==> src/rtl/qcnt_pkg.sv <==
package qcnt_pkg;

    localparam int CW = 4;

    typedef logic [CW-1:0] count_t;

    // current synchronised sample and the one taken a cycle before
    typedef struct packed {
        logic now;
        logic was;
    } lvl_t;

    typedef struct packed {
        lvl_t clk;
        lvl_t en;
        logic clr;
    } pins_t;

    typedef enum logic [1:0] {
        STEP_NONE = 2'd0,
        STEP_CLK  = 2'd1,
        STEP_EN   = 2'd2,
        STEP_BOTH = 2'd3
    } step_src_e;

    function automatic logic is_rise(lvl_t l);
        return l.now & ~l.was;
    endfunction

    function automatic logic is_fall(lvl_t l);
        return ~l.now & l.was;
    endfunction

    function automatic count_t last_value(logic decade);
        return decade ? count_t'(9) : count_t'(15);
    endfunction

    function automatic count_t bump(count_t c, logic decade);
        if (c >= last_value(decade))
            return '0;
        return c + count_t'(1);
    endfunction

endpackage

==> src/rtl/qcnt_sync.sv <==
module qcnt_sync #(
    parameter int WIDTH  = 3,
    parameter int STAGES = 2
) (
    input  logic             clk,
    input  logic             rst,
    input  logic [WIDTH-1:0] din,
    output logic [WIDTH-1:0] dout
);
    logic [STAGES-1:0][WIDTH-1:0] stg;

    for (genvar s = 0; s < STAGES; s++) begin : g_stage
        if (s == 0) begin : g_first
            always_ff @(posedge clk) begin
                if (rst) stg[0] <= '0;
                else     stg[0] <= din;
            end
        end else begin : g_next
            always_ff @(posedge clk) begin
                if (rst) stg[s] <= '0;
                else     stg[s] <= stg[s-1];
            end
        end
    end

    assign dout = stg[STAGES-1];
endmodule

==> src/rtl/qcnt_front.sv <==
module qcnt_front
    import qcnt_pkg::*;
#(
    parameter int SYNC_STAGES = 2
) (
    input  logic  clk,
    input  logic  rst,
    input  logic  pin_clk,
    input  logic  pin_en,
    input  logic  pin_clr,
    output pins_t view
);
    localparam int NPIN = 3;

    logic [NPIN-1:0] synced;
    logic            clk_was;
    logic            en_was;

    qcnt_sync #(
        .WIDTH  (NPIN),
        .STAGES (SYNC_STAGES)
    ) u_sync (
        .clk  (clk),
        .rst  (rst),
        .din  ({pin_clr, pin_en, pin_clk}),
        .dout (synced)
    );

    always_ff @(posedge clk) begin
        if (rst) begin
            clk_was <= 1'b0;
            en_was  <= 1'b0;
        end else begin
            clk_was <= synced[0];
            en_was  <= synced[1];
        end
    end

    always_comb begin
        view.clk.now = synced[0];
        view.clk.was = clk_was;
        view.en.now  = synced[1];
        view.en.was  = en_was;
        view.clr     = synced[2];
    end
endmodule

==> src/rtl/qcnt_qualify.sv <==
module qcnt_qualify
    import qcnt_pkg::*;
(
    input  pins_t     view,
    output step_src_e src,
    output logic      clear
);
    logic by_clk;
    logic by_en;

    // the qualifying level is the one held before the edge
    always_comb begin
        by_clk = is_rise(view.clk) & view.en.was;
        by_en  = is_fall(view.en) & ~view.clk.was;
        unique case ({by_en, by_clk})
            2'b01:   src = STEP_CLK;
            2'b10:   src = STEP_EN;
            2'b11:   src = STEP_BOTH;
            default: src = STEP_NONE;
        endcase
        clear = view.clr;
    end
endmodule

==> src/rtl/qcnt_core.sv <==
module qcnt_core
    import qcnt_pkg::*;
#(
    parameter bit DECADE = 1'b1
) (
    input  logic      clk,
    input  logic      rst,
    input  logic      clear,
    input  step_src_e src,
    output count_t    q
);
    count_t q_nxt;

    always_comb begin
        q_nxt = q;
        if (clear)
            q_nxt = '0;
        else if (src != STEP_NONE)
            q_nxt = bump(q, DECADE);
    end

    always_ff @(posedge clk) begin
        if (rst) q <= '0;
        else     q <= q_nxt;
    end
endmodule

==> src/rtl/qcnt_channel.sv <==
module qcnt_channel
    import qcnt_pkg::*;
#(
    parameter bit DECADE      = 1'b1,
    parameter int SYNC_STAGES = 2
) (
    input  logic   clk,
    input  logic   rst,
    input  logic   pin_clk,
    input  logic   pin_en,
    input  logic   pin_clr,
    output count_t q
);
    pins_t     view;
    step_src_e src;
    logic      clear;

    qcnt_front #(
        .SYNC_STAGES (SYNC_STAGES)
    ) u_front (
        .clk     (clk),
        .rst     (rst),
        .pin_clk (pin_clk),
        .pin_en  (pin_en),
        .pin_clr (pin_clr),
        .view    (view)
    );

    qcnt_qualify u_qual (
        .view  (view),
        .src   (src),
        .clear (clear)
    );

    qcnt_core #(
        .DECADE (DECADE)
    ) u_core (
        .clk   (clk),
        .rst   (rst),
        .clear (clear),
        .src   (src),
        .q     (q)
    );
endmodule

==> src/rtl/edge_qual_counter.sv <==
module edge_qual_counter
    import qcnt_pkg::*;
#(
    parameter int NCH    = 2,
    parameter bit DECADE = 1'b1
) (
    input  logic              clk,
    input  logic              rst,
    input  logic [NCH-1:0]    ch_clk,
    input  logic [NCH-1:0]    ch_en,
    input  logic [NCH-1:0]    ch_clr,
    output logic [NCH*CW-1:0] ch_q
);
    for (genvar i = 0; i < NCH; i++) begin : g_ch
        count_t q_i;

        qcnt_channel #(
            .DECADE      (DECADE),
            .SYNC_STAGES (2)
        ) u_chan (
            .clk     (clk),
            .rst     (rst),
            .pin_clk (ch_clk[i]),
            .pin_en  (ch_en[i]),
            .pin_clr (ch_clr[i]),
            .q       (q_i)
        );

        assign ch_q[i*CW +: CW] = q_i;
    end
endmodule

==> config.mk <==
export PLATFORM = sky130hd
export DESIGN_NAME = edge_qual_counter
export DESIGN_NICKNAME = d
export VERILOG_FILES = /design/src/rtl/qcnt_pkg.sv /design/src/rtl/qcnt_sync.sv /design/src/rtl/qcnt_front.sv /design/src/rtl/qcnt_qualify.sv /design/src/rtl/qcnt_core.sv /design/src/rtl/qcnt_channel.sv /design/src/rtl/edge_qual_counter.sv
export SDC_FILE = /design/constraint.sdc
export NUM_CORES = 1
export LEC_CHECK = 0
export BUFFER_PORTS_ARGS = -buffer_cell sky130_fd_sc_hd__buf_2
export CAP_MARGIN = 30
export CORE_MARGIN = 2
export CORE_UTILIZATION = 26
export DETAILED_ROUTE_END_ITERATION = 6
export SYNTH_ARGS = -nofsm -noshare
export SYNTH_HDL_FRONTEND = slang
export SYNTH_SLANG_ARGS = --single-unit
export TNS_END_PERCENT = 5
==> constraint.sdc <==
create_clock -name clk -period 1.4 [get_ports clk]
set_input_delay 0.14 -clock clk [delete_from_list [all_inputs] [get_ports clk]]
set_output_delay 0.14 -clock clk [all_outputs]
set_load 0.02 [all_outputs]
==> results of run 1 <==
==> cell type report <==
type                    instances  share of cell area [%]
multi-input cells              65                    40.8
flip-flops and latches         24                    40.1
clock inverters                 1                    2.50
repair buffers                 15                    6.26
inverters                       6                    1.88
clock buffers                   3                    3.44
well taps                      48                    5.01
==> how the worst min path moves through the flow <==
stage	slack [ns]	start	end	cells past startpoint
floorplan	0.21	rst	g_ch[0].u_chan.u_front.u_sync.dout[0]	1
global placement	0.35	ch_clr[1]	g_ch[1].u_chan.u_front.u_sync.stg[2]	2
detailed placement	0.35	ch_clr[1]	g_ch[1].u_chan.u_front.u_sync.stg[2]	2
CTS	0.06	ch_clr[1]	g_ch[1].u_chan.u_front.u_sync.stg[2]	2
global route	0.07	ch_en[0]	g_ch[0].u_chan.u_front.u_sync.stg[1]	2
finish	0.07	ch_clr[1]	g_ch[1].u_chan.u_front.u_sync.stg[2]	2
==> metal layers <==
metal  routed length, um  vias up
met2                 724       14
met4                  46        0
li1                    -      370
met5                   0        -
met3                  85        5
met1                 723      314
==> kinds of logic after synthesis <==
family / count (synthesis) / synth area share (%)
simple gates: 39 / 27.7
flops: 24 / 48.9
compound gates: 20 / 13.1
buf+inv: 7 / 2.67
fa+ha+maj: 6 / 7.63
==> synth_stat cells <==
| library cell | number |
|---|---|
| nor2b_1 | 9 |
| and3_2 | 1 |
| a41oi_1 | 1 |
| nor4_1 | 2 |
| nand2b_1 | 4 |
| a31oi_1 | 3 |
| o2111ai_1 | 5 |
| or2_2 | 1 |
| clkbuf_1 | 1 |
| nor2_1 | 2 |
| a21oi_1 | 5 |
| nand4_1 | 1 |
| nor3b_4 | 1 |
| or2_1 | 1 |
| nor3_1 | 2 |
| ha_1 | 6 |
| o21ai_0 | 5 |
| dfxtp_1 | 24 |
| and2b_1 | 12 |
| nor3b_2 | 1 |
| inv_1 | 6 |
| and3_1 | 1 |
| o31ai_1 | 1 |
| nor3b_1 | 1 |
==> flip-flops by register name (all words and copies together), names as in the netlist <==
signal and cells:
g_ch.u_chan.u_core.q 8, g_ch.u_chan.u_front.u_sync.stg 6, g_ch.u_chan.u_front.clk_was 2, g_ch.u_chan.u_front.en_was 2
g_ch.u_chan.u_front.u_sync.dout 6
==> worst register-to-register path: stages, from the launching register on <==
cell	delay, ns
dfxtp_1	0.40
inv_1	0.08
ha_1	0.21
nor3b_4	0.25
o2111ai_1	0.12
a21oi_1	0.16
==> power groups by stage <==
stage                     logic [mW]  clock network, mW  registers (mW)
after floorplan               0.0445                  0           0.727
after global placement        0.0646                  0           0.726
after detailed placement      0.0666                  0           0.728
after CTS                     0.0667              0.616           0.711
after global routing          0.0784              0.648           0.715
final                         0.0685              0.599           0.711
==> repair_timing <==
item                                   CTS  global route
setup endpoints to repair                0             5
endpoints found under the hold margin    0             0
hold buffers                             0             0
resized for setup                        0             3
buffers inserted                         0             0
==> through the flow <==
| stage | instances | utilization (%) | total power, mW |
|---|---|---|---|
| floorplan | 96 | - | 0.772 |
| global placement | 158 | 30.5 | 0.791 |
| detailed placement | 158 | 30.5 | 0.794 |
| CTS | 162 | 32.4 | 1.39 |
| global route | 162 | 32.8 | 1.44 |
| finish | 162 | 32.8 | 1.38 |
==> reports/metrics.csv, run 1 <==
metric,value,unit
arrival,1.50,ns
yosysTopAreaCellShare,48.9,%
drive_above_1_share,21.9,%
sw_frac_of_total,18.8,%
grt_pass1_wl,2820,um
routabilityCongestion,0.843,
min_period_over_period,92.9,%
synth_cells,96,
cap_violations,0,
r2r_cells,5,
post-synth-top-area-cell,dfxtp_1,
wl,1580,um
setup_slack,0.0988,ns
rsz0062_at_grt,false,
num_antenna_cells,0,
crit_buf_inv,1,
synth_top_cells_by_area,"dfxtp_1 (49%), and2b_1 (9.2%), ha_1 (7.6%)",
clkLatencyLatePin,0.26,ns
cts.clk_slew.worst_paths,0.08,ns
yosysSeqAreaShare,48.9,%
gr-max-usage-layer,met2,
clock_power_share,43.5,%
fillCellCount,364,
hold_path_class,in -> reg,
dieArea,4290,um2
vias,703,
cts_tree,yes,
antenna_found_initial,0,
start_util,26.9,%
cp_cell_sequence,"inv_1, ha_1, nor3b_4, o2111ai_1, a21oi_1",
drc_errors,0,
cts_buffers,3,
regArea,482,um2
pre_cts_ws,0.118,ns
powerDensity,1150,nW/um2
grtUsageTotal,8.57,%
area_growth,22.0,%
die_w,65.5,um
holdWs,0.0700,ns
finClkSkew,0.000972,ns
crit_type,reg -> reg,
crit_start,g_ch[1].u_chan.u_core.q[1],
multi_input_area,489,um2
gr-usage-met1,9.56,%
p_leak,0.506,nW
grt_pass1_vias,700,
crit_fanout,5,
vias_per_cell,4.34,
fp.dieH,65.5,um
grtUsageMet3,2.57,%
drtPass1Iterations,3,
status,"complete, no violations",
endpoint,g_ch[1].u_chan.u_core.q[0],
fmax,769,MHz
design_area,1200,um2
syn_nets,110,
power_frac_seq,51.6,%
slowest_delay,0.40,ns
crit_required,1.60,ns
period_needed,1.30,ns
layout_common_cells,"dfxtp_1 (23), buf_2 (15), and2b_1 (12)",
hold_viol,0,
cts_num_sinks,24,
r2r_setup_slack,0.1,ns
critPathLaunchType,flop,
end_kind,flop,
drt-wirelength-per-cell,9.74,um
ant_nets,0,
post-dp-hpwl,1130,um
clk_path_buf_depth,2,
cpLargestDelayFamily,flip-flops,
avgSynthCellArea,10.2,um2
rows,22,
switchingPower,0.259,mW
drv_slew,0,
place_area,1110,um2
slew_headroom,79.3,%
cts_max_level,1,
grt_max_degree,19,
pin_count,16,
reg2reg_to,g_ch[1].u_chan.u_core.q[0],
worst_pin_slew,0.309,ns
root_buffer,clkbuf_8,
met2_usage,13.9,%
port_buffers,15,
combPwrFrac,5.0,%
fin_nets,129,
drt-initial-drc-count,18,
tns,0,ns
ir_drop,0.000343,V
layout_commonest_cell,dfxtp_1,
ys_ff_latch,24,
core-area,3660,um2
gr-total-overflow,0,
rr_startpoint,g_ch[1].u_chan.u_core.q[1],
ys_types,24,
syn_area,983,um2
finalSetupViolations,0,
crit_slowest_cell,dfxtp_1,
cp.depth,5,
p_int,1.12,mW
ys_warn_count,0,
(Power assumes the default switching activity.)
==> run 2, diff against run 1 <==
Settings changed: BUFFER_PORTS_ARGS -buffer_cell sky130_fd_sc_hd__buf_2 to -buffer_cell sky130_fd_sc_hd__buf_4, CORE_ASPECT_RATIO set to 1.4.
==> reports/metrics.csv, run 2 (synthesis gave the netlist of run 1 again) <==
metric,value,unit
drtPass1Iterations,4,
ir_drop,0.000648,V
vias_per_cell,4.69,
min_period_over_period,91.3,%
fp.dieH,76.8,um
drt-initial-drc-count,8,
dieArea,4300,um2
port_buffers,15,
gr-total-overflow,0,
reg2reg_to,g_ch[0].u_chan.u_core.q[1],
post-dp-hpwl,1240,um
drt-wirelength-per-cell,10.5,um
setup_slack,0.122,ns
drv_slew,0,
cts_hold_buf,0,
fmax,783,MHz
root_buffer,clkbuf_8,
rows,26,
ctsResizeCount,0,
endpoint,g_ch[0].u_chan.u_core.q[1],
critPathLaunchType,flop,
crit_required,1.59,ns
clk_path_buf_depth,2,
layout_commonest_cell,dfxtp_1,
grt_pass1_vias,719,
layout.cells.non_filler,155,
grt_pass1_wl,2850,um
cts.clk_slew.worst_paths,0.07,ns
cts_tree,yes,
fin_nets,129,
pre_cts_ws,0.136,ns
status,"complete, no violations",
area_growth,21.5,%
finClkSkew,0.000527,ns
period_needed,1.28,ns
crit_type,reg -> reg,
ant_nets,0,
place_inst,152,
regMostFlops,g_ch.u_chan.u_core.q,
tns,0,ns
wl,1630,um
cts_setup_buffers,0,
die_w,56.0,um
num_antenna_cells,0,
layout_common_cells,"dfxtp_1 (22), buf_4 (15), and2b_1 (12)",
slew_headroom,82.3,%
final_util,32.8,%
cts_num_sinks,24,
r2r_cells,5,
finalSetupViolations,0,
clkLatencyLatePin,0.25,ns
hold_path_class,in -> reg,
core-area,3640,um2
power,1.17,mW
drive_above_1_share,21.2,%
r2r_setup_slack,0.12,ns
arrival,1.47,ns
largest_register_ffs,8,
cap_violations,0,
vias,727,
rr_startpoint,g_ch[0].u_chan.u_core.q[1],
start_util,27.0,%
hold_viol,0,
p_leak,0.497,nW
grtUsageTotal,8.12,%
end_kind,flop,
grt_max_degree,19,
routabilityCongestion,0.886,
crit_start,g_ch[0].u_chan.u_core.q[1],
antenna_found_initial,0,
worst_pin_slew,0.263,ns
drc_errors,0,
pin_count,16,
crit_fanout,5,
rsz0062_at_grt,false,
powerDensity,977,nW/um2
cts_max_level,1,
cts_buffers,3,
==> run 2: changes by cell type in the layout (fill, tap and decap cells not counted), sizes merged <==
cell	previous run	this run
bufinv	1	0
==> run 2: worst min path at each step <==
stage               startpoint                                     to  slack (ns)  cells past startpoint
floorplan                  rst  g_ch[0].u_chan.u_front.u_sync.dout[0]        0.21                      1
global placement     ch_clk[1]   g_ch[1].u_chan.u_front.u_sync.stg[0]        0.34                      2
detailed placement   ch_clr[0]   g_ch[0].u_chan.u_front.u_sync.stg[2]        0.35                      2
CTS                  ch_clr[0]   g_ch[0].u_chan.u_front.u_sync.stg[2]        0.08                      2
global route         ch_clr[0]   g_ch[0].u_chan.u_front.u_sync.stg[2]        0.08                      2
finish               ch_clr[0]   g_ch[0].u_chan.u_front.u_sync.stg[2]        0.09                      2
==> run 2: final cells by class <==
| type | instances | area (um2) |
|---|---|---|
| flip-flops and latches | 24 | 483 |
| multi-input cells | 65 | 483 |
| repair buffers | 15 | 113 |
| clock buffers | 3 | 41.3 |
| inverters | 6 | 22.5 |
| well taps | 42 | 52.6 |
| fillers | 373 | 2450 |
==> run 2: worst max-delay path, stage by stage (launching register included) <==
cell	delay, ns
dfxtp_1	0.39
inv_1	0.08
ha_1	0.22
nor3b_4	0.24
o2111ai_1	0.13
a21oi_1	0.16
==> run 2: report_power, final <==
part / switching (mW) / internal, mW
Clock: 0.189 / 0.192
Combinational: 0.0348 / 0.0413
Sequential: 0.00826 / 0.703
==> run 2: through the flow <==
| step | cell area, um2 | hold slack (ns) |
|---|---|---|
| finish | 1190 | 0.0893 |
| global route | 1190 | 0.0824 |
| CTS | 1190 | 0.0830 |
| detailed placement | 1140 | 0.354 |
| global placement | 1140 | 0.345 |
| floorplan | 983 | 0.212 |
==> run 2: layer usage <==
metal	vias up	GRT usage (%)	share of wire [%]
met5	-	0	0
met4	0	5.24	1.2
met3	2	1.01	3.9
met2	18	14.7	54
met1	337	8.59	41
li1	370	-	-
==> run 3, diff against run 2 <==
Settings changed: CORE_UTILIZATION 26 to 44.
==> reports/metrics.csv, run 3 (synthesis gave the netlist of run 1 again) <==
metric,value,unit
p_leak,0.498,nW
vias_per_cell,5.39,
fin_nets,130,
setup_slack,0.110,ns
largest_register_ffs,8,
antenna_found_initial,0,
rows,20,
tns,0,ns
port_buffers,15,
min_from,ch_en[1],
regMostFlops,g_ch.u_chan.u_core.q,
drt-initial-drc-count,14,
drv_slew,0,
wl,1560,um
status,"complete, no violations",
r2r_cells,5,
hold_depth,2,
start_util,45.7,%
layout_common_cells,"dfxtp_1 (23), buf_4 (16), and2b_1 (12)",
grt_pass1_wl,2570,um
hold_path_class,in -> reg,
cts_num_sinks,24,
cap_violations,0,
layout_commonest_cell,dfxtp_1,
cts_tree,yes,
r2r_setup_slack,0.11,ns
hold_viol,0,
cts.clk_slew.worst_paths,0.13,ns
finClkSkew,0.00462,ns
grt_max_degree,19,
critPathLaunchType,flop,
endpoint,g_ch[1].u_chan.u_core.q[2],
drt-wirelength-per-cell,11.4,um
finalSetupViolations,0,
crit_required,1.60,ns
die_w,44.0,um
vias,739,
drc_errors,0,
crit_start,g_ch[1].u_chan.u_core.q[0],
min_period_over_period,92.1,%
arrival,1.49,ns
drive_above_1_share,21.7,%
cts_setup_buffers,0,
cts_max_level,1,
cts_buffers,3,
num_antenna_cells,0,
area_growth,18.4,%
pre_cts_ws,0.149,ns
reg2reg_to,g_ch[1].u_chan.u_core.q[2],
gr-total-overflow,0,
ir_drop,0.000622,V
routabilityCongestion,0.879,
slew_headroom,80.2,%
clk_path_buf_depth,2,
powerDensity,983,nW/um2
rsz0062_at_grt,false,
ant_nets,0,
power,1.14,mW
grtUsageTotal,13.0,%
clkLatencyLatePin,0.31,ns
post-dp-hpwl,1110,um
core-area,2150,um2
dieArea,2630,um2
crit_fanout,6,
period_needed,1.29,ns
end_kind,flop,
root_buffer,clkbuf_4,
crit_type,reg -> reg,
drtPass1Iterations,4,
worst_pin_slew,0.296,ns
fmax,775,MHz
pin_count,16,
fp.dieH,59.9,um
cts_hold_buf,0,
rr_startpoint,g_ch[1].u_chan.u_core.q[0],
grt_pass1_vias,667,
-- run 3: report_power, final --
part,switching (mW),total (mW),internal (mW)
Sequential,0.00803,0.712,0.704
Combinational,0.0340,0.0737,0.0397
Clock,0.201,0.359,0.159
Total,0.243,1.14,0.902
-- run 3: worst min path at each step --
| stage | slack (ns) | end |
|---|---|---|
| finish | 0.02 | g_ch[1].u_chan.u_front.u_sync.stg[1] |
| detailed placement | 0.35 | g_ch[0].u_chan.u_front.u_sync.stg[2] |
| global placement | 0.35 | g_ch[1].u_chan.u_front.u_sync.stg[0] |
| floorplan | 0.21 | g_ch[0].u_chan.u_front.u_sync.dout[0] |
| global route | 0.005 | g_ch[0].u_chan.u_front.u_sync.stg[2] |
| CTS | 0.01 | g_ch[1].u_chan.u_front.u_sync.stg[1] |
-- run 3: area by class of cell --
cell class                      count  area [um2]
Multi-Input combinational cell     65         477
Tap cell                           22        27.5
Fill cell                         193         987
Sequential cell                    24         482
Clock buffer                        4        36.3
Inverter                            6        22.5
Timing Repair Buffer               16         120
-- run 3: repair_timing --
action	CTS	global route
endpoints found under the hold margin	0	0
setup endpoints to repair	0	1
resized for setup	0	1
-- run 3: per-stage QoR --
| step | std cells | cell area, um2 | util [%] | hold slack [ns] |
|---|---|---|---|---|
| 3_3_place_gp | 133 | 1130 | 52.4 | 0.345 |
| 3_5_place_dp | 133 | 1130 | 52.4 | 0.349 |
| 4_1_cts | 137 | 1160 | 54.1 | 0.0126 |
| 6_report | 137 | 1160 | 54.1 | 0.0243 |
| 5_1_grt | 137 | 1160 | 54.1 | 0.00484 |
| 2_1_floorplan | 96 | 983 | - | 0.212 |
-- run 3: per-layer routing --
metal  up-vias  routed length (um)  track usage, %
met3         2                  78            1.81
met2        18                 732            20.6
met4         0                  17            8.66
met5         -                   0               0
met1       345                 732            16.1
li1        374                   -               -
-- run 3: critical path: stages (launching register included) --
cell,delay [ns]
dfxtp_1,0.44
inv_1,0.09
ha_1,0.20
nor3b_2,0.18
o2111ai_1,0.19
a21oi_1,0.09
